[src/rtl/bom_pkg.sv]
package bom_pkg;

    typedef enum logic {
        TX_IDLE = 1'b0,
        TX_SEND = 1'b1
    } tx_state_e;

    typedef enum logic {
        RX_HUNT = 1'b0,
        RX_GRAB = 1'b1
    } rx_state_e;

endpackage

[src/rtl/bom_tx_framer.sv]
module bom_tx_framer
    import bom_pkg::*;
#(
    parameter int MSG_W    = 6,
    parameter int FLAG_LEN = 8
) (
    input  logic             clk,
    input  logic             rst_n,
    input  logic             en,
    input  logic             bit_stb,
    input  logic             msg_wr,
    input  logic [MSG_W-1:0] msg_wdata,
    output logic             tx_bit
);
    localparam int CW    = FLAG_LEN + MSG_W + 2;
    localparam int CNT_W = $clog2(CW);
    localparam logic [CNT_W-1:0] LAST = CNT_W'(CW - 1);

    tx_state_e        st, st_nx;
    logic [CNT_W-1:0] pos;
    logic [MSG_W-1:0] msg_q;
    logic [MSG_W-1:0] cur_msg;
    logic [CW-1:0]    cword;

    // state register
    always_ff @(posedge clk or negedge rst_n) begin
        if (!rst_n) st <= TX_IDLE;
        else        st <= st_nx;
    end

    // transitions: TX_START (idle -> send), TX_STOP (send -> idle)
    always_comb begin
        st_nx = st;
        unique case (st)
            TX_IDLE: if (en)  st_nx = TX_SEND;
            TX_SEND: if (!en) st_nx = TX_IDLE;
            default: st_nx = TX_IDLE;
        endcase
    end

    // message register and codeword position
    always_ff @(posedge clk or negedge rst_n) begin
        if (!rst_n) begin
            msg_q   <= '0;
            cur_msg <= '0;
            pos     <= '0;
        end else begin
            if (msg_wr) msg_q <= msg_wdata;
            unique case (st)
                TX_IDLE: begin
                    pos     <= '0;
                    cur_msg <= msg_q;
                end
                TX_SEND: begin
                    if (bit_stb) begin
                        if (pos == LAST) begin
                            pos     <= '0;
                            cur_msg <= msg_q;
                        end else begin
                            pos <= pos + 1'b1;
                        end
                    end
                end
                default: pos <= '0;
            endcase
        end
    end

    // outputs
    always_comb begin
        cword  = {{FLAG_LEN{1'b1}}, 1'b0, cur_msg, 1'b0};
        tx_bit = 1'b1;
        unique case (st)
            TX_IDLE: tx_bit = 1'b1;
            TX_SEND: tx_bit = cword[LAST - pos];
            default: tx_bit = 1'b1;
        endcase
    end

endmodule

[src/rtl/bom_rx_align.sv]
module bom_rx_align
    import bom_pkg::*;
#(
    parameter int FLAG_LEN = 8,
    parameter int BYTE_W   = 8
) (
    input  logic              clk,
    input  logic              rst_n,
    input  logic              bit_stb,
    input  logic              bit_in,
    output logic              cand_stb,
    output logic [BYTE_W-1:0] cand_byte
);
    localparam int ONES_W = $clog2(FLAG_LEN + 1);
    localparam int GC_W   = $clog2(BYTE_W);
    localparam logic [ONES_W-1:0] ONES_MAX = ONES_W'(FLAG_LEN);
    localparam logic [GC_W-1:0]   GC_LAST  = GC_W'(BYTE_W - 1);

    rx_state_e         st, st_nx;
    logic [ONES_W-1:0] ones;
    logic [GC_W-1:0]   gcnt;
    logic [BYTE_W-2:0] shreg;
    logic              flag_seen;
    logic              byte_done;

    always_ff @(posedge clk or negedge rst_n) begin
        if (!rst_n) st <= RX_HUNT;
        else        st <= st_nx;
    end

    // transitions: FLAG_SEEN (hunt -> grab), BYTE_DONE (grab -> hunt)
    always_comb begin
        flag_seen = (st == RX_HUNT) && bit_stb && !bit_in && (ones == ONES_MAX);
        byte_done = (st == RX_GRAB) && bit_stb && (gcnt == GC_LAST);
        st_nx     = st;
        unique case (st)
            RX_HUNT: if (flag_seen) st_nx = RX_GRAB;
            RX_GRAB: if (byte_done) st_nx = RX_HUNT;
            default: st_nx = RX_HUNT;
        endcase
    end

    always_ff @(posedge clk or negedge rst_n) begin
        if (!rst_n) begin
            ones      <= '0;
            gcnt      <= '0;
            shreg     <= '0;
            cand_stb  <= 1'b0;
            cand_byte <= '0;
        end else begin
            cand_stb <= 1'b0;
            unique case (st)
                RX_HUNT: begin
                    if (bit_stb) begin
                        if (bit_in) begin
                            if (ones != ONES_MAX) ones <= ones + 1'b1;
                        end else begin
                            // a zero always clears the run; after a full run it is bit 7
                            ones  <= '0;
                            shreg <= '0;
                            gcnt  <= GC_W'(1);
                        end
                    end
                end
                RX_GRAB: begin
                    if (bit_stb) begin
                        shreg <= {shreg[BYTE_W-3:0], bit_in};
                        gcnt  <= gcnt + 1'b1;
                        if (byte_done) begin
                            cand_byte <= {shreg, bit_in};
                            cand_stb  <= 1'b1;
                        end
                    end
                end
                default: ones <= '0;
            endcase
        end
    end

endmodule

[src/rtl/bom_rx_vote.sv]
module bom_rx_vote #(
    parameter int MSG_W    = 6,
    parameter int DEPTH    = 10,
    parameter int VOTE_MIN = 7
) (
    input  logic             clk,
    input  logic             rst_n,
    input  logic             cand_stb,
    input  logic [MSG_W+1:0] cand_byte,
    input  logic             irq_en,
    output logic [MSG_W-1:0] rx_msg,
    output logic             irq
);
    localparam int OLD   = DEPTH - 1;
    localparam int CNT_W = $clog2(DEPTH + 1);
    localparam logic [CNT_W-1:0] NEED = CNT_W'(VOTE_MIN);

    logic [OLD-1:0]   h_vld;
    logic [MSG_W-1:0] h_code [OLD];
    logic             new_vld;
    logic [MSG_W-1:0] new_code;
    logic [DEPTH-1:0] hit;
    logic [CNT_W-1:0] votes;
    logic             have;
    logic             load;

    assign new_vld  = !cand_byte[MSG_W+1] && !cand_byte[0];
    assign new_code = cand_byte[MSG_W:1];
    assign hit[0]   = new_vld;

    for (genvar g = 1; g < DEPTH; g++) begin : g_hit
        assign hit[g] = new_vld && h_vld[g-1] && (h_code[g-1] == new_code);
    end

    assign votes = CNT_W'($countones(hit));
    assign load  = cand_stb && new_vld && (votes >= NEED) &&
                   (!have || (new_code != rx_msg));

    // history: slot 0 holds the most recent older candidate
    always_ff @(posedge clk or negedge rst_n) begin
        if (!rst_n) begin
            h_vld     <= '0;
            h_code[0] <= '0;
        end else if (cand_stb) begin
            h_vld     <= {h_vld[OLD-2:0], new_vld};
            h_code[0] <= new_code;
        end
    end

    for (genvar g = 1; g < OLD; g++) begin : g_shift
        always_ff @(posedge clk or negedge rst_n) begin
            if (!rst_n)        h_code[g] <= '0;
            else if (cand_stb) h_code[g] <= h_code[g-1];
        end
    end

    always_ff @(posedge clk or negedge rst_n) begin
        if (!rst_n) begin
            rx_msg <= '0;
            have   <= 1'b0;
            irq    <= 1'b0;
        end else begin
            irq <= 1'b0;
            if (load) begin
                rx_msg <= new_code;
                have   <= 1'b1;
                irq    <= irq_en;
            end
        end
    end

endmodule

[src/rtl/bom_codec.sv]
module bom_codec #(
    parameter int MSG_W      = 6,
    parameter int FLAG_LEN   = 8,
    parameter int HIST_DEPTH = 10,
    parameter int VOTE_MIN   = 7
) (
    input  logic             clk,
    input  logic             rst_n,
    input  logic             tx_en,
    input  logic             tx_bit_stb,
    output logic             tx_bit,
    input  logic             tx_msg_wr,
    input  logic [MSG_W-1:0] tx_msg_wdata,
    input  logic             rx_bit_stb,
    input  logic             rx_bit,
    output logic [MSG_W-1:0] rx_msg,
    input  logic             irq_en,
    output logic             irq
);
    localparam int BYTE_W = MSG_W + 2;

    logic              cand_stb;
    logic [BYTE_W-1:0] cand_byte;

    bom_tx_framer #(.MSG_W(MSG_W), .FLAG_LEN(FLAG_LEN)) u_tx (
        .clk       (clk),
        .rst_n     (rst_n),
        .en        (tx_en),
        .bit_stb   (tx_bit_stb),
        .msg_wr    (tx_msg_wr),
        .msg_wdata (tx_msg_wdata),
        .tx_bit    (tx_bit)
    );

    bom_rx_align #(.FLAG_LEN(FLAG_LEN), .BYTE_W(BYTE_W)) u_align (
        .clk       (clk),
        .rst_n     (rst_n),
        .bit_stb   (rx_bit_stb),
        .bit_in    (rx_bit),
        .cand_stb  (cand_stb),
        .cand_byte (cand_byte)
    );

    bom_rx_vote #(.MSG_W(MSG_W), .DEPTH(HIST_DEPTH), .VOTE_MIN(VOTE_MIN)) u_vote (
        .clk       (clk),
        .rst_n     (rst_n),
        .cand_stb  (cand_stb),
        .cand_byte (cand_byte),
        .irq_en    (irq_en),
        .rx_msg    (rx_msg),
        .irq       (irq)
    );

endmodule

[config.mk]
export PLATFORM = sky130hd
export DESIGN_NAME = bom_codec
export DESIGN_NICKNAME = d
export VERILOG_FILES = /design/src/rtl/bom_pkg.sv /design/src/rtl/bom_tx_framer.sv /design/src/rtl/bom_rx_align.sv /design/src/rtl/bom_rx_vote.sv /design/src/rtl/bom_codec.sv
export SDC_FILE = /design/constraint.sdc
export NUM_CORES = 1
export LEC_CHECK = 0
export BUFFER_PORTS_ARGS = -buffer_cell sky130_fd_sc_hd__buf_2
export CAP_MARGIN = 20
export CORE_UTILIZATION = 25
export CTS_CLUSTER_SIZE = 12
export DETAILED_ROUTE_END_ITERATION = 10
export MAX_ROUTING_LAYER = met4
export PLACE_DENSITY_LB_ADDON = 0.3
export SYNTH_ARGS = -nofsm -noshare
export SYNTH_HDL_FRONTEND = slang
export SYNTH_SLANG_ARGS = --single-unit
[constraint.sdc]
create_clock -name clk -period 5.9 [get_ports clk]
set_clock_uncertainty 0.05 [all_clocks]
set_input_delay 0.295 -clock clk [delete_from_list [all_inputs] [get_ports clk]]
set_output_delay 0.295 -clock clk [all_outputs]
set_load 0.005 [all_outputs]
==> results.md, run 1 <==
- Status: complete, no violations
- Largest net degree at the start of global routing: 79
- Min-delay worst type: in -> reg
- Final Hold Fails: 0
- Crit path cell chain: xnor2_1, nand3_1, nor4_1, ha_1, inv_1, fa_1, inv_1, fa_1, inv_1, fa_1, fa_1, xor2_1, nor3_1, o311a_1, mux2_4
- Overall Global Routing Usage: 0.104
- Layout cell share with drive strength beyond 1: 0.308
- Routed WL per cell: approximately 14 um
- Clk slew on worst S/H paths: ~0.08 ns
- Number of global-route vias before repair: around 3,200
- Pins Over Slew Limit: 0
- Filler Cells Inserted: about 2,200
- Cell count of the worst reg-to-reg path: 15
- PD cells: between 300 and 400 nW/um^2
- Core box area: between 20,000 and 25,000 sq um
- Mapped Cells: ~410
- Yosys top cell area share: 0.520
- Syn Nets: around 440
- FFs w/ async S/R, synth: 1.00
- Sinks on the clock net: roughly 110
- Residual DRC: 0
- Synth Area in Simple Gates: 0.0620
- Final #Nets: 459
- CTS Hold Bufs: 2
- Synth Area in Adders: 0.0502
- Max stage delay cell, worst path: dfrtp_1
- Antenna diodes: 0
- RSZ-0062 raised after global routing: false
- Worst-path fanout max: 13
- Placer Congestion: ~0.75
- Detailed router's first-iteration violation count: 136
- FF+latch area: roughly 2800 sq um
- Worst skew pair latency: roughly 0.36 ns
- #FFs+latches synth: 112
- Worst EP arrival: 5.17 ns
- Vias: slightly above 3,000
- Chip width: about 150 um
- TritonRoute pass-1 iters: 4
- Crit path largest cell delay: between 0.7 and 0.8 ns
- Stages on the worst setup path: 15
- Initial antenna violation count: 0
- Drt total wl: 10,100 um
- Fmax: about 200 MHz
- Max Cap Violations: 0
- CP most frequent cell: fa_1
- CTS HTree Levels: 3
- Area leader, netlist: dfrtp_1
- Worst path bufs/invs: 3
- YS warnings: 0
- XOR/XNOR share of the synthesized area: 0.101
- Non-Filler Cell Area, Final: 6070 sq um
- Mux cell area share after synthesis: 0.200
- Synth Cell Area: 5390 sq um
- Placed cells: around 690
- EDFF count, synth: 0
- CTS Root Cell: clkbuf_16
- WS Path Type: reg -> reg
- Synth top area cells: dfrtp_1, mux2_2, xor2_1
- Cell Area, Placed: approximately 5800 sq um
- Initial core utilization: 0.256
- Required time of the critical path: between 6 and 7 ns
- Synth Area per Inst: 13.2 sq um
- Max_slew headroom: 0.353
- Gates resized, CTS repair: 0
- Synth Area in Compound Gates: 0.0362
- TritonCTS clock tree: yes
- Post CTS Setup Buffer Count: 0
- Clk buf depth: 2
- Detail Route Antenna Nets: 0
- Worst setup EP type: flip-flop
- Hold Crit Depth: 2
- Port bufs: 21
- Cell family contributing the most delay on the critical path: adder cells
- I/O Pins: 22
- Setup crit start kind: flip-flop
- Synth unique cells: 38
- Min cycle time layout: around 5 ns
- Post-Layout Cell Count: around 710
- Period utilisation layout: 0.843
- Total CTS buffers: 9
- Die footprint: 22,100 sq um
- Rows: between 50 and 60
- Predominant post-synthesis flop cell: dfrtp_1
- Global-route wire length before repair: between 15,000 and 20,000 um
- Hpwl dp: around 7000 um
- Largest family of logic cells by synthesized area: multiplexers
- Remaining global-route overflow: 0
- Die H: between 100 and 150 um
- Final setup viols: 0
- Setup TNS: 0 ns
- Area occupied by multi-input gates: roughly 2400 sq um
- Worst Tran Pin Value: about 0.97 ns
- Avg Vias per Cell: between 4 and 5
- Maximum VDD drop: between 0.0002 and 0.00025 V
- Register area share after synthesis: 0.520
- Synth-to-Final Area Change: 12.6%
- Leak Pwr: about 3.1 nW
[logic make-up (layout without fill, tap and decap cells)]
kind of cell             Yosys count  count (layout)
buffers and inverters             36              59
AO/OA/AOI/OAI                     27              27
adder cells (fa/ha/maj)           18              18
multiplexers                      93              93
AND/OR/NAND/NOR                   61              61
flip-flops                       112             112
XOR/XNOR                          62              62
[area by class of cell]
cell class              count  area share
clock inverters             4     0.00577
inverters                  18      0.0113
clock buffers              12      0.0423
multi-input cells         261       0.398
repair buffers             25      0.0235
flip-flops and latches    112       0.462
well taps                 275      0.0567
[worst register-to-register path: cells and delay by family (launching register included)]
| kind | cells | cell delay, ns |
|---|---|---|
| compound gates | 1 | 0.48 |
| xor+xnor | 2 | 0.38 |
| fa+ha+maj | 5 | 2.10 |
| buf+inv | 3 | 0.17 |
| flops | 1 | 0.73 |
| mux | 1 | 0.34 |
| simple gates | 3 | 0.62 |
[flip-flops by register name, summed over array words and instances (netlist names), 3 cells and up]
name,count
u_align.gcnt,3
u_tx.msg_q,6
u_tx.pos,4
u_align.shreg,7
u_vote.h_vld,9
u_align.cand_byte,8
u_tx.cur_msg,6
u_align.ones,4
u_vote.h_code,54
u_vote.rx_msg,6
[per-layer routing]
| layer | vias up | part of all wire | track usage |
|---|---|---|---|
| met1 | 1537 | 0.47 | 0.127 |
| li1 | 1458 | - | - |
| met3 | 11 | 0.027 | 0.0278 |
| met2 | 25 | 0.49 | 0.165 |
| met5 | - | 0 | - |
| met4 | 0 | 0.016 | 0.0383 |
[synth_stat cells, drive strengths merged, types with 2 or more instances]
library cell and number:
dfrtp 112, mux2 88, xor2 48, inv 17, buf 15, xnor2 14, ha 12, nor3 10
nand2 9, nor4 9, a22o 8, nand3 8, and3 7, o21ai 7, fa 6, a21oi 5
nor2 5, mux2i 4, nor2b 4, clkbuf 3, and2 2, nand2b 2, nand4 2, o311a 2
or2 2
[report_power, final]
part	total, mW	switching (mW)	internal, mW
Clock	0.600	0.285	0.315
Sequential	0.998	0.142	0.855
Combinational	0.512	0.260	0.253
[metrics by stage]
step	setup slack, ns	total power [mW]	util	hold WS, ns
4_1_cts	0.843	2.15	0.288	0.103
3_3_place_gp	0.959	1.53	0.273	0.232
5_1_grt	0.489	2.27	0.288	0.111
2_1_floorplan	1.53	1.39	-	-0.0506
6_report	0.924	2.11	0.288	0.116
3_5_place_dp	0.876	1.54	0.273	0.240
[cell usage in the layout, fill, tap and decap left out, drive strengths merged, types with 3 or more instances in the layout]
master,Yosys,routed
a21oi,5,5
a22o,8,8
and3,7,7
buf,15,23
clkbuf,3,12
clkinv,1,3
dfrtp,112,112
fa,6,6
ha,12,12
inv,17,19
mux2,88,88
mux2i,4,4
nand2,9,9
nand3,8,8
nor2,5,5
nor2b,4,4
nor3,10,10
nor4,9,9
o21ai,7,7
xnor2,14,14
xor2,48,48
[worst paths after layout]
check	from	to	slack [ns]
max	u_align.cand_byte[3]$_DFFE_PN0P_	u_vote.rx_msg[3]$_DFFE_PN0P_	0.92
min	tx_msg_wdata[4]	u_tx.msg_q[4]$_DFFE_PN0P_	0.12
max reg2reg	u_align.cand_byte[3]$_DFFE_PN0P_	u_vote.rx_msg[3]$_DFFE_PN0P_	0.92
min reg2reg	u_vote.have$_DFFE_PN0P_	u_vote.have$_DFFE_PN0P_	0.44
max in group asynchronous	rst_n	u_align.cand_stb$_DFF_PN0_	4.04
min in group asynchronous	rst_n	u_vote.h_code[12]$_DFFE_PN0P_	0.39
No activity file was read; power rests on OpenSTA's default activity.
==> run 2: changes to the inputs <==
==> constraint.sdc (replaced) <==
create_clock -name clk -period 4.14 [get_ports clk]
set_clock_uncertainty 0.05 [all_clocks]
set_input_delay 0.207 -clock clk [delete_from_list [all_inputs] [get_ports clk]]
set_output_delay 0.207 -clock clk [all_outputs]
set_load 0.005 [all_outputs]
==> run 2 against run 1 <==
The run now ends with negative setup slack left. Clock power up 64%. Maximum frequency up 16%. Count of clock-buffer cells in the layout down 2. Register-to-register slack worse by 1.1 ns. Global-route usage up 1.0 points. First-iteration DRC count up 1.5%. Non-clock buffer count up 44. Critical endpoint is now u_vote.rx_msg[0]$_DFFE_PN0P_. Largest power group unchanged. Sequential cell count unchanged. Worst setup slack worse by 1.1 ns. Combinational power up 120%. Power up 65%. Sequential share of layout area down 4.0 points.
==> results.md, run 2 (synthesis results as in run 1) <==
- Port bufs: 21 (unchanged)
- Placed cells: 724 (+5.1%)
- Crit path from: u_align.cand_byte[3]$_DFFE_PN0P_
- Worst path bufs/invs: 4 (+1)
- Most common cell after layout, fill and taps aside: dfrtp_1
- Pwr Total: 3.49 mW (+65%)
- Final Hold Fails: 0 (unchanged)
- Worst Tran Pin Value: 0.704 ns (-0.266 ns)
- Routed WL per cell: 14.7 um (+3.3%)
- Global-route wire length before repair: 18,800 um (+11%)
- DR top layer: met4
- R2R setup slack: -0.16 ns (-1.09 ns)
- Met2 Routed Length: 5490 um (+12%)
- Fin worst setup slack: -0.164 ns (-1.09 ns)
- Worst skew pair latency: 0.36 ns (about the same)
- Largest regs: u_vote.h_code (54), u_vote.h_vld (9), u_align.cand_byte (8)
- Number of global-route vias before repair: 3,507 (+9.2%)
- Non-Filler Cell Area, Final: 6670 sq um (+9.9%)
- Period utilisation layout: 1.04 (+0.196)
- Max reg flops: 54 (unchanged)
- Hold WS: 0.0189 ns (-0.0970 ns)
- Post-Layout Cell Count: 751 (+6.2%)
- Hpwl dp: 7820 um (+11%)
- Cell family contributing the most delay on the critical path: adder cells
- NetSw: 1.12 mW (+63%)
- Die footprint: 22,100 sq um (unchanged)
- Initial antenna violation count: 0 (unchanged)
- Switching share of power: 0.322 (-0.00349)
- Layout cell share with drive strength beyond 1: 0.435 (+0.127)
- I/O Pins: 22 (unchanged)
- Most frequent cells in the layout: dfrtp_1, mux2_2, xor2_1
- Remaining global-route overflow: 0 (unchanged)
- CP most frequent cell: inv_2
- CP endpoint: u_vote.rx_msg[0]$_DFFE_PN0P_
- Total CTS buffers: 9 (unchanged)
- Hold Crit Depth: 2 (unchanged)
- Die H: 149 um (unchanged)
- Worst-path fanout max: 8 (-5)
- Crit path largest cell delay: 0.55 ns (-0.18 ns)
- Max stage delay cell, worst path: fa_1
- Util after Layout: 0.316 (+0.0284)
- Int Pwr: 2.36 mW (+66%)
- Status: complete, but fails checks
- Min-delay worst type: in -> reg
- Clock power share: 0.282 (-0.002)
- Required time of the critical path: 4.34 ns (-1.75 ns)
- Overall Global Routing Usage: 0.114 (+0.0104)
- Pins Over Slew Limit: 0 (unchanged)
- Max Cap Violations: 0 (unchanged)
- Wl on met1: 5150 um (+9.1%)
- Crit path cell chain: buf_6, xor2_1, nor4_2, and3_1, ha_1, inv_2, fa_1, inv_2, fa_1, inv_2, fa_2, fa_2, xor2_2, nor3_2, o311a_4, mux2_4
- Detailed router's first-iteration violation count: 138 (+1.5%)
- Residual DRC: 0 (unchanged)
- Biggest register: u_vote.h_code
- RR Endpoint: u_vote.rx_msg[0]$_DFFE_PN0P_
- Avg Vias per Cell: 4.33 (+1.1%)
- Antenna diodes: 0 (unchanged)
- Worst EP arrival: 4.50 ns (-0.67 ns)
- Chip width: 149 um (unchanged)
- Comb power frac: 0.324 (+0.081)
- Maximum VDD drop: 0.000269 V (+25%)
- TritonCTS clock tree: yes
- Seq pwr share: 0.394 (-0.079)
- Min cycle time layout: 4.30 ns (-0.672 ns)
- Routed wire length on met3: 268 um (-1.8%)
- Initial core utilization: 0.256 (unchanged)
- CTS HTree Levels: 3 (unchanged)
- Fmax: 232 MHz (+16%)
- Core box area: 21,100 sq um (unchanged)
- Setup crit start kind: flip-flop
- WS Path Type: reg -> reg
- Worst setup EP type: flip-flop
- Stages on the worst setup path: 16 (+1)
- Placer Congestion: 0.758 (+0.90%)
- Drt total wl: 11,100 um (+9.8%)
- TritonRoute pass-1 iters: 4 (unchanged)
- Vias: 3,254 (+7.4%)
- Synth-to-Final Area Change: 23.7%
- Final setup viols: 8 (+8)
- CTS Root Cell: clkbuf_16
- Detail Route Antenna Nets: 0 (unchanged)
- Largest net degree at the start of global routing: 51 (-35%)
- Failing checks: negative setup slack
- Cell count of the worst reg-to-reg path: 16 (+1)
- Dpl ws: -0.472 ns (-1.35 ns)
- Clk slew on worst S/H paths: 0.08 ns (about the same)
- PD cells: 523 nW/um^2 (+50%)
- FF-to-FF Start: u_align.cand_byte[3]$_DFFE_PN0P_
- Max_slew headroom: 0.531 (+0.177)
- Setup TNS: -1.16 ns (-1.16 ns)
- Cell Area, Placed: 6070 sq um (+5.5%)
- Leak Pwr: 3.39 nW (+8.7%)
- RSZ-0062 raised after global routing: true
- Sinks on the clock net: 112 (unchanged)
- Final #Nets: 503 (+9.6%)
- Rows: 53 (unchanged)
- Clk buf depth: 2 (unchanged)
-- run 2: changes by cell type in the layout (fill, tap and decap cells not counted), moves of 4 or more --
cell	before	now
dfrtp_1	111	106
xnor2_1	14	7
xor2_2	0	4
dfrtp_2	1	6
buf_4	3	42
xnor2_2	0	5
xor2_1	48	44
-- run 2: repair_timing --
item                                    4_1_cts  5_1_grt
resized for setup                            20       13
hold buffers                                  2        0
endpoints found under the hold margin        49        0
buffers inserted                              7        2
pin swaps                                    15       11
endpoints found under the setup margin        8        8
-- run 2: worst min-delay path by stage --
stage	to	from	slack (ns)
6_report	u_tx.msg_q[1]$_DFFE_PN0P_	tx_msg_wdata[1]	0.02
5_1_grt	u_tx.msg_q[3]$_DFFE_PN0P_	tx_msg_wdata[3]	0.008
4_1_cts	u_tx.msg_q[0]$_DFFE_PN0P_	tx_msg_wdata[0]	0.006
3_5_place_dp	u_vote.h_code[14]$_DFFE_PN0P_	rst_n	0.24
3_3_place_gp	u_vote.h_code[14]$_DFFE_PN0P_	rst_n	0.24
2_1_floorplan	u_align.cand_byte[0]$_DFFE_PN0P_	rst_n	-0.14
-- run 2: power groups by stage --
stage          clock network (mW)  registers [mW]  logic, mW
6_report                    0.983            1.37       1.13
2_1_floorplan                   0            1.33      0.690
4_1_cts                      1.01            1.37       1.09
3_3_place_gp                    0            1.39      0.977
3_5_place_dp                    0            1.39      0.988
5_1_grt                      1.06            1.39       1.26
-- run 2: area by class of cell --
class	count	area [sq um]
clock inverters	6	100
well taps	275	344
multi-input cells	261	2590
inverters	18	72.6
fillers	2133	14400
flip-flops and latches	112	2810
repair buffers	69	509
clock buffers	10	239
-- run 2: per-layer routing --
metal / vias up / track usage
li1: 1534 / -
met4: 0 / 0.0352
met3: 12 / 0.0281
met1: 1683 / 0.144
met5: - / -
met2: 25 / 0.181
==> run 3: changes to the inputs <==
--- a/config.mk
+++ b/config.mk
@@ -5,6 +5,7 @@
 export SDC_FILE = /design/constraint.sdc
 export NUM_CORES = 1
 export LEC_CHECK = 0
+export ABC_AREA = 1
 export BUFFER_PORTS_ARGS = -buffer_cell sky130_fd_sc_hd__buf_2
 export CAP_MARGIN = 20
 export CORE_UTILIZATION = 25
==> run 3 against run 2 <==
Power is 17% higher. The flow now finishes without violations. Die area is 1.4% higher. Cell count is 29% higher. Critical endpoint is now u_vote.rx_msg[2]$_DFFE_PN0P_. Sequential power is 25% higher. Largest cell class unchanged. Critical path depth is 4 higher. Cell area is 1.4% lower.
==> results.md, run 3 <==
- Predominant post-synthesis flop cell: dfrtp_1
- Rows: 53 (unchanged)
- WS Path Type: reg -> reg
- Required time of the critical path: 4.34 ns (about the same)
- Synth unique cells: 27 (-29%)
- Final setup viols: 0 (-8)
- Synth Cell Area: 5470 sq um (+1.5%)
- Drt total wl: 12,700 um (+15%)
- Core box area: 21,200 sq um (+0.63%)
- Worst setup EP type: flip-flop
- Port bufs: 21 (unchanged)
- Most frequent cells in the layout: nand2_1, dfrtp_1, inv_1
- Leak Pwr: 3.03 nW (-11%)
- Residual DRC: 0 (unchanged)
- Largest net degree at the start of global routing: 71 (+39%)
- Hpwl dp: 9100 um (+16%)
- CTS Root Cell: clkbuf_16
- Synth Area per Inst: 8.54 sq um (-35%)
- I/O Pins: 22 (unchanged)
- Yosys top cell area share: 0.513 (-0.00750)
- Clk buf depth: 2 (unchanged)
- Sinks on the clock net: 112 (unchanged)
- Biggest register: u_vote.h_code
- Cell family contributing the most delay on the critical path: adder cells
- Placer Congestion: 0.840 (+11%)
- R2R setup slack: 0.06 ns (+0.22 ns)
- Remaining global-route overflow: 0 (unchanged)
- FF-to-FF Start: u_align.cand_byte[6]$_DFFE_PN0P_
- Clk slew on worst S/H paths: 0.08 ns (about the same)
- Final Hold Fails: 0 (unchanged)
- Initial antenna violation count: 0 (unchanged)
- RR Endpoint: u_vote.rx_msg[2]$_DFFE_PN0P_
- Detailed router's first-iteration violation count: 258 (+87%)
- Syn Nets: 672 (+52%)
- Final #Nets: 723 (+44%)
- TritonRoute pass-1 iters: 4 (unchanged)
- Antenna diodes: 0 (unchanged)
- CP endpoint: u_vote.rx_msg[2]$_DFFE_PN0P_
- Worst path bufs/invs: 5 (+1)
- EDFF count, synth: 0 (unchanged)
- Max Cap Violations: 0 (unchanged)
- Routed WL per cell: 13.0 um (-11%)
- Max reg flops: 54 (unchanged)
- CTS HTree Levels: 3 (unchanged)
- Total CTS buffers: 9 (unchanged)
- Period utilisation layout: 0.986 (-0.0537)
- Crit path cell chain: buf_12, o22ai_2, nor2_1, nand3_1, nor2_1, ha_1, inv_2, fa_1, inv_1, fa_1, inv_2, fa_2, fa_1, or2_4, o21ai_2, nand2_1, inv_2, nand2_4, nand2_1, nand2_1
- Global-route wire length before repair: 21,300 um (+14%)
- Chip width: 150 um (+0.72%)
- Die H: 150 um (+0.72%)
- Detail Route Antenna Nets: 0 (unchanged)
- Initial core utilization: 0.258 (+0.00212)
- Max stage delay cell, worst path: fa_1
- Die footprint: 22,500 sq um (+1.4%)
- Worst EP arrival: 4.29 ns (-0.21 ns)
- Largest regs: u_vote.h_code (54), u_vote.h_vld (9), u_align.cand_byte (8)
- Setup crit start kind: flip-flop
- Max_slew headroom: 0.515 (-0.0155)
- Synth top area cells: dfrtp_1, nand2_1, inv_1
- TritonCTS clock tree: yes
- Stages on the worst setup path: 20 (+4)
- #FFs+latches synth: 112 (unchanged)
- Cell Area, Placed: 6100 sq um (+0.43%)
- RSZ-0062 raised after global routing: true
- Number of global-route vias before repair: 4,186 (+19%)
- Layout cell share with drive strength beyond 1: 0.148 (-0.287)
- Most frequent cell after synthesis: nand2_1
- Status: complete, no violations
- Area leader, netlist: dfrtp_1
- YS warnings: 0 (unchanged)
- Worst-path fanout max: 7 (-1)
- Most common cell after layout, fill and taps aside: nand2_1
- Worst skew pair latency: 0.36 ns (about the same)
- Hold WS: 0.00913 ns (-0.00974 ns)
- Min-delay worst type: in -> reg
- Pins Over Slew Limit: 0 (unchanged)
- FFs w/ async S/R, synth: 1.00 (unchanged)
- Register area share after synthesis: 0.513 (-0.00750)
- Crit path from: u_align.cand_byte[6]$_DFFE_PN0P_
- Min cycle time layout: 4.08 ns (-0.222 ns)
- Avg Vias per Cell: 4.29 (-1.1%)
- Crit path largest cell delay: 0.48 ns (-0.07 ns)
- Maximum VDD drop: 0.000230 V (-15%)
- Cell count of the worst reg-to-reg path: 20 (+4)
- Mapped Cells: 640 (+56%)
- Filler Cells Inserted: 2,280 (+6.9%)
- Commonest cells in the netlist: nand2_1, dfrtp_1, inv_1
- FF+latch area: 2810 sq um (about the same)
- Overall Global Routing Usage: 0.127 (+0.0125)
- Worst Tran Pin Value: 0.727 ns (+0.0232 ns)
- Area occupied by multi-input gates: 2220 sq um (-14%)
- PD cells: 621 nW/um^2 (+19%)
- Fmax: 245 MHz (+5.4%)
- Non-Filler Cell Area, Final: 6570 sq um (-1.4%)
- Vias: 4,161 (+28%)
- Synth-to-Final Area Change: 20.2%
[run 3: cell types whose count changed after synthesis, sizes merged, moves of 8 or more]
cell | before | now
xor2 | 48 | 11
mux2 | 88 | 0
o22ai | 0 | 19
inv | 17 | 101
nor2 | 5 | 47
a22o | 8 | 0
nand3 | 8 | 33
a21oi | 5 | 29
o21ai | 7 | 72
nand2 | 9 | 129
xnor2 | 14 | 23
[run 3: area by class of cell]
type / count / share of cell area
Sequential cell: 112 / 0.428
Clock buffer: 10 / 0.0364
Timing Repair Buffer: 66 / 0.0765
Clock inverter: 6 / 0.0103
Inverter: 101 / 0.0588
Tap cell: 275 / 0.0524
Multi-Input combinational cell: 401 / 0.338
[run 3: per-layer routing]
layer | wire, um | track usage | up-vias
met5 | 0 | - | -
met4 | 233 | 0.0399 | 0
met3 | 335 | 0.0299 | 15
met2 | 5770 | 0.194 | 50
met1 | 6320 | 0.166 | 1960
li1 | - | - | 2136
[run 3: repair_timing]
item	CTS	global route
pin swaps	3	6
hold endpoints to repair	58	0
buffers inserted	1	1
gates cloned	0	0
gates resized for setup	9	12
hold buffers	8	0
setup endpoints to repair	7	8
[run 3: worst min-delay path, cell delays in order]
cell     delay, ns
buf_2         0.08
nand2_1       0.04
o21ai_0       0.07
[run 3: per-stage QoR]
step	setup WS, ns	cells	util	setup TNS, ns	power [mW]
2_1_floorplan	0.0353	640	-	0	2.56
3_3_place_gp	-0.151	945	0.287	-0.999	3.12
3_5_place_dp	-0.181	945	0.287	-1.15	3.12
4_1_cts	0.00232	970	0.307	0	4.07
5_1_grt	-0.133	971	0.310	-0.845	4.41
6_report	0.0582	971	0.310	0	4.08
[run 3: worst min-delay path by stage]
stage,startpoint,end,slack [ns],cells after the start
after floorplan,rst_n,u_align.cand_byte[0]$_DFFE_PN0P_,-0.14,0
after global placement,tx_en,u_tx.st$_DFF_PN0_,0.27,1
after detailed placement,rst_n,u_vote.h_code[36]$_DFFE_PN0P_,0.27,1
after CTS,tx_msg_wdata[2],u_tx.msg_q[2]$_DFFE_PN0P_,0.0002,3
after global routing,tx_msg_wdata[2],u_tx.msg_q[2]$_DFFE_PN0P_,0.02,3
final,tx_msg_wdata[2],u_tx.msg_q[2]$_DFFE_PN0P_,0.009,3
[run 3: report_power, final]
group / internal (mW) / switching [mW] / total, mW
logic: 0.681 / 0.794 / 1.48
clock network: 0.447 / 0.451 / 0.898
registers: 1.41 / 0.300 / 1.71
[run 3: cell families (layout without fill, tap and decap cells)]
logic type,count (synthesis),after routing,share of synthesized area
compound gates,123,123,0.118
xor+xnor,34,34,0.0545
fa+ha+maj,18,18,0.0494
buf+inv,127,183,0.0922
flops,112,112,0.513
simple gates,226,226,0.173
